## src/rtl/rtcx_pkg.sv

```systemverilog
package rtcx_pkg;
   // word indices (byte offset >> 2) of the register page
   localparam int unsigned WI_COUNT = 0;
   localparam int unsigned WI_MATCH = 1;
   localparam int unsigned WI_LOAD  = 2;
   localparam int unsigned WI_CTRL  = 3;
   localparam int unsigned WI_MASK  = 4;
   localparam int unsigned WI_RAW   = 5;
   localparam int unsigned WI_MSKD  = 6;
   localparam int unsigned WI_CLR   = 7;
   // upper seven bits of the word index that select the ID block
   localparam logic [6:0] ID_BLOCK = 7'h7F;

   function automatic logic [7:0] id_byte(input logic [2:0] idx);
      case (idx)
         3'd0: id_byte = 8'h31;
         3'd1: id_byte = 8'h10;
         3'd2: id_byte = 8'h14;
         3'd3: id_byte = 8'h00;
         3'd4: id_byte = 8'h0D;
         3'd5: id_byte = 8'hF0;
         3'd6: id_byte = 8'h05;
         default: id_byte = 8'hB1;
      endcase
   endfunction
endpackage

```

## src/rtl/rtcx_counter.sv

```systemverilog
module rtcx_counter #(
   parameter int CNT_W = 32
) (
   input  logic             clk,
   input  logic             rst_n,
   input  logic             tick,
   input  logic             load_en,
   input  logic [CNT_W-1:0] load_val,
   output logic [CNT_W-1:0] count_q,
   output logic [CNT_W-1:0] count_nxt,
   output logic [CNT_W-1:0] load_q
);
   localparam logic [CNT_W-1:0] ONE = CNT_W'(1);

   // load has priority; the increment wraps naturally at CNT_W bits
   always_comb begin
      if (load_en)   count_nxt = load_val;
      else if (tick) count_nxt = count_q + ONE;
      else           count_nxt = count_q;
   end

   always_ff @(posedge clk) begin
      if (!rst_n) begin
         count_q <= '0;
         load_q  <= '0;
      end else begin
         count_q <= count_nxt;
         if (load_en) load_q <= load_val;
      end
   end

   AST_LOAD_WINS: assert property (@(posedge clk) disable iff (!rst_n)
      load_en |=> (count_q == $past(load_val) && load_q == $past(load_val)));
   AST_TICK_STEP: assert property (@(posedge clk) disable iff (!rst_n)
      (tick && !load_en) |=> count_q == $past(count_q) + ONE);
   AST_COUNT_HOLD: assert property (@(posedge clk) disable iff (!rst_n)
      (!tick && !load_en) |=> $stable(count_q));
endmodule

```

## src/rtl/rtcx_alarm.sv

```systemverilog
module rtcx_alarm #(
   parameter int CNT_W = 32
) (
   input  logic             clk,
   input  logic             rst_n,
   input  logic             eval_en,
   input  logic             match_wr,
   input  logic             mask_wr,
   input  logic             clr_wr,
   input  logic [CNT_W-1:0] wdata,
   input  logic [CNT_W-1:0] count_nxt,
   output logic [CNT_W-1:0] match_q,
   output logic             mask_q,
   output logic             raw_q
);
   logic [CNT_W-1:0] match_nxt;
   logic             hit;

   assign match_nxt = match_wr ? wdata : match_q;
   // compare the values the registers will hold after this edge
   assign hit = (eval_en || match_wr) && (count_nxt == match_nxt);

   always_ff @(posedge clk) begin
      if (!rst_n) begin
         match_q <= '0;
         mask_q  <= 1'b0;
         raw_q   <= 1'b0;
      end else begin
         match_q <= match_nxt;
         if (mask_wr) mask_q <= wdata[0];
         if (hit)                      raw_q <= 1'b1;
         else if (clr_wr && wdata[0])  raw_q <= 1'b0;
      end
   end

   AST_RAW_STICKY: assert property (@(posedge clk) disable iff (!rst_n)
      (raw_q && !(clr_wr && wdata[0])) |=> raw_q);
   AST_RAW_CLEAR: assert property (@(posedge clk) disable iff (!rst_n)
      (clr_wr && wdata[0] && !eval_en && !match_wr) |=> !raw_q);
   AST_MATCH_NOW: assert property (@(posedge clk) disable iff (!rst_n)
      (match_wr && wdata == count_nxt) |=> raw_q);
endmodule

```

## src/rtl/rtcx_readmux.sv

```systemverilog
module rtcx_readmux
   import rtcx_pkg::*;
#(
   parameter int  DATA_W = 32,
   parameter int  CNT_W  = 32,
   parameter bit  ID_EN  = 1'b1
) (
   input  logic              in_page,
   input  logic [9:0]        widx,
   input  logic [CNT_W-1:0]  count_q,
   input  logic [CNT_W-1:0]  match_q,
   input  logic [CNT_W-1:0]  load_q,
   input  logic              mask_q,
   input  logic              raw_q,
   output logic [DATA_W-1:0] rdata
);
   logic [DATA_W-1:0] id_word;

   generate
      if (ID_EN) begin : g_id
         assign id_word = (widx[9:3] == ID_BLOCK) ? DATA_W'(id_byte(widx[2:0])) : '0;
      end else begin : g_no_id
         assign id_word = '0;
      end
   endgenerate

   always_comb begin
      rdata = '0;
      if (in_page) begin
         case (widx)
            10'(WI_COUNT): rdata = DATA_W'(count_q);
            10'(WI_MATCH): rdata = DATA_W'(match_q);
            10'(WI_LOAD):  rdata = DATA_W'(load_q);
            10'(WI_CTRL):  rdata = DATA_W'(1);
            10'(WI_MASK):  rdata = DATA_W'(mask_q);
            10'(WI_RAW):   rdata = DATA_W'(raw_q);
            10'(WI_MSKD):  rdata = DATA_W'(raw_q & mask_q);
            10'(WI_CLR):   rdata = '0;
            default:       rdata = id_word;
         endcase
      end
   end
endmodule

```

## src/rtl/sec_alarm_rtc.sv

```systemverilog
module sec_alarm_rtc
   import rtcx_pkg::*;
#(
   parameter int ADDR_W = 12,
   parameter int DATA_W = 32,
   parameter int CNT_W  = 32,
   parameter bit ID_EN  = 1'b1
) (
   input  logic              clk,
   input  logic              rst_n,
   input  logic              sec_tick,
   input  logic              psel,
   input  logic              penable,
   input  logic              pwrite,
   input  logic [ADDR_W-1:0] paddr,
   input  logic [DATA_W-1:0] pwdata,
   output logic [DATA_W-1:0] prdata,
   output logic              irq
);
   generate
      if (ADDR_W < 12 || ADDR_W > 32) begin : g_bad_addr
         $error("ADDR_W must lie in 12..32");
      end
      if (CNT_W < 1 || CNT_W > DATA_W) begin : g_bad_cnt
         $error("CNT_W must lie in 1..DATA_W");
      end
   endgenerate

   logic [31:0]      a32;
   logic             in_page;
   logic [9:0]       widx;
   logic             wr;
   logic             wr_load, wr_match, wr_mask, wr_clr;
   logic [CNT_W-1:0] count_q, count_nxt, load_q, match_q;
   logic             mask_q, raw_q;

   assign a32     = 32'(paddr);
   assign in_page = (a32[31:12] == 20'd0) && (a32[1:0] == 2'd0);
   assign widx    = a32[11:2];
   assign wr      = psel && penable && pwrite && in_page;

   assign wr_load  = wr && (widx == 10'(WI_LOAD));
   assign wr_match = wr && (widx == 10'(WI_MATCH));
   assign wr_mask  = wr && (widx == 10'(WI_MASK));
   assign wr_clr   = wr && (widx == 10'(WI_CLR));

   rtcx_counter #(.CNT_W(CNT_W)) u_cnt (
      .clk(clk), .rst_n(rst_n), .tick(sec_tick), .load_en(wr_load),
      .load_val(pwdata[CNT_W-1:0]), .count_q(count_q), .count_nxt(count_nxt),
      .load_q(load_q)
   );

   rtcx_alarm #(.CNT_W(CNT_W)) u_alm (
      .clk(clk), .rst_n(rst_n), .eval_en(sec_tick || wr_load),
      .match_wr(wr_match), .mask_wr(wr_mask), .clr_wr(wr_clr),
      .wdata(pwdata[CNT_W-1:0]), .count_nxt(count_nxt),
      .match_q(match_q), .mask_q(mask_q), .raw_q(raw_q)
   );

   rtcx_readmux #(.DATA_W(DATA_W), .CNT_W(CNT_W), .ID_EN(ID_EN)) u_rd (
      .in_page(in_page), .widx(widx), .count_q(count_q), .match_q(match_q),
      .load_q(load_q), .mask_q(mask_q), .raw_q(raw_q), .rdata(prdata)
   );

   assign irq = raw_q & mask_q;

   AST_LOAD_MATCH_NOW: assert property (@(posedge clk) disable iff (!rst_n)
      (wr_load && pwdata[CNT_W-1:0] == match_q && !wr_match) |=> raw_q);
   AST_TICK_HIT: assert property (@(posedge clk) disable iff (!rst_n)
      (sec_tick && !wr && count_q + CNT_W'(1) == match_q) |=> raw_q);
   AST_CTRL_CONST: assert property (@(posedge clk) disable iff (!rst_n)
      (psel && in_page && widx == 10'(WI_CTRL)) |-> prdata == DATA_W'(1));
endmodule

```

## config.mk

```make
export PLATFORM = sky130hd
export DESIGN_NAME = sec_alarm_rtc
export DESIGN_NICKNAME = d
export VERILOG_FILES = /design/src/rtl/rtcx_pkg.sv /design/src/rtl/rtcx_counter.sv /design/src/rtl/rtcx_alarm.sv /design/src/rtl/rtcx_readmux.sv /design/src/rtl/sec_alarm_rtc.sv
export SDC_FILE = /design/constraint.sdc
export NUM_CORES = 1
export LEC_CHECK = 0
export ABC_AREA = 1
export BUFFER_PORTS_ARGS = -buffer_cell sky130_fd_sc_hd__clkbuf_2
export CORE_MARGIN = 3
export CORE_UTILIZATION = 45
export CTS_BUF_LIST = sky130_fd_sc_hd__clkbuf_2
export DETAILED_ROUTE_END_ITERATION = 10
export PLACE_DENSITY_LB_ADDON = 0.05
export SYNTH_ARGS = -nofsm -noshare
export SYNTH_HDL_FRONTEND = slang
export SYNTH_SLANG_ARGS = --single-unit
```

## constraint.sdc

```tcl
create_clock -name clk -period 2.8 [get_ports clk]
set_input_delay 0.14 -clock clk [delete_from_list [all_inputs] [get_ports clk]]
set_output_delay 0.14 -clock clk [all_outputs]
set_load 0.03 [all_outputs]
```

==> results of run 1 <==
kinds of logic (layout without fill, tap and decap cells):
logic type,count (synthesis),in the layout,synth area share
AND/OR/NAND/NOR,635,635,0.413
buffers and inverters,186,302,0.121
AO/OA/AOI/OAI,158,158,0.154
flip-flops,98,98,0.305
XOR/XNOR,4,4,0.00544
adder cells (fa/ha/maj),1,1,0.00194
other,0,2,0
stage by stage:
| step | hold slack, ps | power (mW) | utilization |
|---|---|---|---|
| floorplan | 284 | 1.52 | - |
| global placement | 427 | 1.60 | 0.504 |
| detailed placement | 427 | 1.60 | 0.504 |
| CTS | 2.93 | 2.43 | 0.539 |
| finish | 25.9 | 2.42 | 0.540 |
| global route | 1.12 | 2.52 | 0.540 |
what timing repair did:
item | in CTS | in global routing
hold buffers | 36 | 0
hold endpoints to repair | 98 | 0
setup endpoints to repair | 0 | 1
resized for setup | 0 | 3
routing by layer:
layer | global-route usage | vias to the layer above
li1 | - | 3682
met1 | 0.377 | 3254
met2 | 0.419 | 218
met3 | 0.0573 | 19
met4 | 0.0568 | 0
met5 | 0 | -
worst paths after layout:
path	slack, ps	to	startpoint
setup / recovery	240	prdata[0]	paddr[4]
hold / removal	30	u_alm.raw_q	paddr[3]
setup reg to reg	260	u_alm.raw_q	u_cnt.count_q[0]
hold reg to reg	470	u_cnt.load_q[21]	u_cnt.load_q[21]
power by group through the flow:
| stage | sequential, mW | clock [mW] | combinational, mW |
|---|---|---|---|
| after floorplan | 1.43 | 0 | 0.0877 |
| after global placement | 1.44 | 0 | 0.163 |
| after detailed placement | 1.44 | 0 | 0.163 |
| after CTS | 1.41 | 0.820 | 0.200 |
| after global routing | 1.42 | 0.879 | 0.222 |
| final | 1.41 | 0.806 | 0.202 |
worst max-delay path, stage by stage:
cell and delay, ps:
clkbuf_2 140, nor2_4 270, inv_4 70, nor2_8 180, inv_1 80, nor2_1 200
buf_4 220, inv_1 330, o21ai_0 320, o41ai_1 120, nor2_1 120, clkbuf_2 220
sequential cells by signal (all words and copies together) (netlist names):
| signal | count |
|---|---|
| u_cnt.count_q | 32 |
| u_alm.mask_q | 1 |
| u_cnt.load_q | 32 |
| u_alm.match_q | 32 |
| u_alm.raw_q | 1 |
final cells by class:
class	instances	share of cell area
Sequential cell	98	0.261
Timing Repair Buffer	140	0.126
Inverter	146	0.0731
Clock buffer	10	0.00665
Multi-Input combinational cell	798	0.492
Clock inverter	6	0.0108
Tap cell	180	0.0299
Antenna cell	2	0.000665
cell usage after synthesis, drive strengths merged:
master  count
nand2     319
nor2      203
inv       146
dfxtp      98
nand3      78
a21oi      60
o21ai      44
buf        22
nand4      21
clkbuf     18
a221oi     16
o22ai      15
a211oi     11
o21bai      5
nand3b      3
nor3        3
nor4        3
o211a       3
or2         3
and2        2
o41ai       2
xnor2       2
xor2        2
a22oi       1
a31oi       1
ha          1
==> results.sh, run 1 <==
export IMPL_status="finished, final reports clean"
export IMPL_cp_required_ps=2660
export IMPL_ys_ff_latch=98
export IMPL_clkPwrFrac=0.333
export IMPL_totalWireLength_um=21000
export IMPL_hold_path_depth=4
export IMPL_start_util=0.462
export IMPL_drtIter0Drc=598
export IMPL_clk_pin_slew_ps=290
export IMPL_dr_wl_met2_um=9300
export IMPL_drc=0
export IMPL_synth_cell_types=41
export IMPL_top_layer="met4"
export IMPL_wl_met1_um=10100
export IMPL_grt_usage=0.266
export IMPL_maxSlewHeadroom=0.513
export IMPL_grt_pass1_vias=6572
export IMPL_final_area_mm2=0.00753
export IMPL_nFillCells=1554
export IMPL_place_ws_ps=260
export IMPL_dp_hpwl_um=15600
export IMPL_seqCellArea_mm2=0.00196
export IMPL_core_mm2=0.0139
export IMPL_vias_per_cell=5.20
export IMPL_htreeDepth=3
export IMPL_synthTopCellsByArea="dfxtp_1 (30%), nand2_1 (19%), nor2_1 (11%), inv_1 (8.0%), nand3_1 (5.8%)"
export IMPL_port_buffers=82
export IMPL_cts_tree="yes"
export IMPL_synth_largest_area_cell="dfxtp_1"
export IMPL_finalMaxSlewViolations=0
export IMPL_antenna_found_initial=2
export IMPL_seqPwrFrac=0.584
export IMPL_gp_congestion=0.909
export IMPL_reg2regPathDepth=15
export IMPL_fmax_ghz=0.391
export IMPL_crit_arrival_ps=2420
export IMPL_cts_root_buf="clkbuf_2"
export IMPL_setup_viol=0
export IMPL_setup_slack_ps=242
export IMPL_fp_dieW_um=126
export IMPL_grt_pass1_wl_um=33900
export IMPL_power_frac_comb=0.083
export IMPL_leakagePower_nw=3.52
export IMPL_numCtsBuffers=9
export IMPL_fin_cells=1380
export IMPL_path_class="in -> out"
export IMPL_placed_cells=1326
export IMPL_post_cts_setup_buffers=0
export IMPL_final_cell_mix="nand2_1 (318), nor2_1 (192), inv_1 (137)"
export IMPL_worst_slew_pin_slew_ps=730
export IMPL_final_common_cell="nand2_1"
export IMPL_clk_path_buf_depth=2
export IMPL_row_count=43
export IMPL_wl_per_cell_um=15.3
export IMPL_crit_path_start_kind="input pin"
export IMPL_dpl_cell_area_mm2=0.00703
export IMPL_hold_viol=0
export IMPL_internal_power_mw=1.78
export IMPL_die_area_mm2=0.0158
export IMPL_min_period_ps=2560
export IMPL_finalCritPeriodShare=0.913
export IMPL_yosysTopAreaCellShare=0.305
export IMPL_hold_class="in -> reg"
export IMPL_p_switching_uw=637
export IMPL_end_kind="primary output"
export IMPL_drtAntennaViolNets=0
export IMPL_synth_area_per_cell_um2=5.95
export IMPL_worstSkewPairLatency_ps=640
export IMPL_ios=83
export IMPL_finalSetupTns_ps=0
export IMPL_clkSinkCount=98
export IMPL_cp_max_fo=14
export IMPL_multi_input_area_mm2=0.00370
export IMPL_vias=7173
export IMPL_finalNetCount=1244
export IMPL_ys_seq_area_frac=0.305
export IMPL_layout_drive_gt1_share=0.134
export IMPL_irDropWorstVdd_v=0.000367
export IMPL_max_cap_viol_count=0
export IMPL_syn_cell_area_mm2=0.00644
export IMPL_rsz0062_at_grt="false"
export IMPL_first_pass_iters=6
export IMPL_powerDensity_mw_per_mm2=322
export IMPL_die_h_um=126
export IMPL_syn2layout_area_growth_pct=16.9
export IMPL_syn_nets=1133
export IMPL_grt_max_degree=90
export IMPL_synthCells=1082
export IMPL_clock_skew_ps=28.9
export IMPL_yosys_warnings=0
export IMPL_netSwitchingFraction=0.263
export IMPL_wl_met3_um=1440
export IMPL_gr_total_overflow=0
Note: power is estimated with default switching activity, not from simulation.
==> inputs of run 2 (changes only) <==
--- a/config.mk
+++ b/config.mk
@@ -7,7 +7,6 @@
 export LEC_CHECK = 0
 export ABC_AREA = 1
 export BUFFER_PORTS_ARGS = -buffer_cell sky130_fd_sc_hd__clkbuf_2
-export CORE_MARGIN = 3
 export CORE_UTILIZATION = 45
 export CTS_BUF_LIST = sky130_fd_sc_hd__clkbuf_2
 export DETAILED_ROUTE_END_ITERATION = 10
==> run 2 against run 1 <==
  * Hold slack better by 36 ps
  * Flip-flop and latch count did not move
  * Non-clock buffer count is 4 higher
  * Wire length is 2.6% lower
  * Via count is 0.40% lower
  * Total power decreased by 4.4%
  * Clock skew up 27 ps
  * Critical path depth grew 3
  * Global-route usage up 2.5 points
  * Clock-buffer cell count decreased by 1
  * Sequential power barely moved
  * Combinational power hardly changed
  * Critical path type is now reg -> reg
  * Highest routed layer unchanged
==> results.sh, run 2 (synthesized netlist as in run 1, its figures left out) <==
export IMPL_status="finished, final reports clean"
export IMPL_drtAntennaViolNets=0
export IMPL_ios=83
export IMPL_vias=7144
export IMPL_reg2reg_setup_slack_ps=210
export IMPL_numCtsBuffers=9
export IMPL_drtIter0Drc=525
export IMPL_worstReg2RegEnd="u_alm.raw_q"
export IMPL_crit_path_start="u_cnt.count_q[6]"
export IMPL_grt_pass1_wl_um=33100
export IMPL_irDropWorstVdd_v=0.000253
export IMPL_setup_viol=0
export IMPL_first_pass_iters=8
export IMPL_gp_congestion=0.937
export IMPL_multi_input_area_mm2=0.00370
export IMPL_die_h_um=122
export IMPL_worst_slew_pin_slew_ps=744
export IMPL_setup_slack_ps=210
export IMPL_dp_hpwl_um=15600
export IMPL_final_cell_mix="nand2_1 (318), nor2_1 (193), inv_1 (137)"
export IMPL_seqCellArea_mm2=0.00196
export IMPL_crit_arrival_ps=3160
export IMPL_finalMaxSlewViolations=0
export IMPL_reg2regPathDepth=15
export IMPL_finalCritPeriodShare=0.925
export IMPL_cp_required_ps=3370
export IMPL_wl_per_cell_um=14.8
export IMPL_gr_total_overflow=0
export IMPL_hold_class="in -> reg"
export IMPL_post_route_util=0.542
export IMPL_end_kind="register"
export IMPL_placed_cells=1327
export IMPL_grt_use_met1=0.408
export IMPL_leakagePower_nw=3.53
export IMPL_grtUsageMet2=0.451
export IMPL_hold_viol=0
export IMPL_rsz0062_at_grt="false"
export IMPL_fin_cells=1382
export IMPL_start_util=0.462
export IMPL_hp_start="paddr[5]"
export IMPL_htreeDepth=3
export IMPL_diodes=0
export IMPL_crit_path_start_kind="register"
export IMPL_vias_per_cell=5.17
export IMPL_cts_root_buf="clkbuf_2"
export IMPL_totalWireLength_um=20500
export IMPL_max_cap_viol_count=0
export IMPL_syn2layout_area_growth_pct=17.2
export IMPL_min_period_ps=2590
export IMPL_worstHoldEndpoint="u_alm.match_q[1]"
export IMPL_row_count=43
export IMPL_antenna_found_initial=0
export IMPL_port_buffers=82
export IMPL_clk_path_buf_depth=2
export IMPL_die_area_mm2=0.0148
export IMPL_powerDensity_mw_per_mm2=307
export IMPL_cp_max_fo=5
export IMPL_maxSlewHeadroom=0.504
export IMPL_final_common_cell="nand2_1"
export IMPL_cts_tree="yes"
export IMPL_clk_pin_slew_ps=300
export IMPL_busiest_layer="met2"
export IMPL_grtUsageMet3=0.0707
export IMPL_finalSetupTns_ps=0
export IMPL_post_cts_setup_buffers=0
export IMPL_fp_dieW_um=122
export IMPL_drc=0
export IMPL_worstSkewPairLatency_ps=640
export IMPL_hold_path_depth=7
export IMPL_clock_skew_ps=56.1
export IMPL_fmax_ghz=0.386
export IMPL_clkSinkCount=98
export IMPL_path_class="reg -> reg"
export IMPL_reg_top3="u_alm.match_q (32), u_cnt.count_q (32), u_cnt.load_q (32)"
export IMPL_grt_max_degree=41
export IMPL_grt_pass1_vias=6396
export IMPL_grt_usage=0.291
export IMPL_place_ws_ps=118
export IMPL_nFillCells=1525
export IMPL_finalNetCount=1248
export IMPL_core_mm2=0.0139
export IMPL_layout_drive_gt1_share=0.133
export IMPL_r2r_start="u_cnt.count_q[6]"
==> run 2: cell count changes in the layout (fill, tap and decap cells not counted), sizes merged <==
cell	before	now
buf	22	23
bufinv	2	1
clkbuf	92	91
clkinv	3	5
diode	2	0
dlygate4sd3	36	39
==> run 2: worst max-delay path, cell delays in order, from the launching register on <==
cell     delay [ps]
dfxtp_1         510
nand2_1         130
nor2_1          160
buf_4           150
nand2_1          50
nor2_1          200
nand3_1         130
nand3_1         160
nand2_1          70
nand2_1         100
nand2_1          60
nor2_1          240
nand2_1          80
nor2_1          220
nand3_1         120
a21oi_2         110
==> run 2: repair_timing <==
action	CTS	global route
gates resized for setup	0	3
endpoints found under the hold margin	98	0
endpoints found under the setup margin	0	1
hold buffers	39	0
==> run 2: through the flow <==
| step | total power, mW | hold slack [ps] | area, µm² |
|---|---|---|---|
| final | 2.31 | 62.1 | 7550 |
| after global routing | 2.42 | 2.27 | 7550 |
| after CTS | 2.34 | 18.6 | 7540 |
| after detailed placement | 1.60 | 424 | 7050 |
| after global placement | 1.60 | 419 | 7050 |
| after floorplan | 1.52 | 284 | 6440 |
==> run 2: area by class of cell <==
| class | instances | share of cell area |
|---|---|---|
| clock buffers | 9 | 0.00597 |
| inverters | 146 | 0.0729 |
| well taps | 180 | 0.0298 |
| clock inverters | 7 | 0.00796 |
| repair buffers | 144 | 0.132 |
| multi-input cells | 798 | 0.491 |
| flip-flops and latches | 98 | 0.260 |
==> run 2: how the worst max path moves through the flow <==
stage                     slack (ps)  cells past startpoint           to
final                            210                     15  u_alm.raw_q
after global placement           140                     15  u_alm.raw_q
after floorplan                  480                     10    prdata[7]
after global routing               6                     15  u_alm.raw_q
after CTS                        150                     15  u_alm.raw_q
after detailed placement         120                     15  u_alm.raw_q
==> run 2: power breakdown <==
part           internal, mW  total [mW]  switching, mW
registers              1.41        1.41        0.00742
logic                0.0870       0.204          0.117
clock network         0.195       0.697          0.502
total                  1.69        2.31          0.626
==> run 2: metal layers <==
layer  vias to the layer above  part of all wire
met5                         -                 0
met4                         0             0.014
met3                        27             0.073
met2                       218              0.43
met1                      3209              0.48
li1                       3690                 -
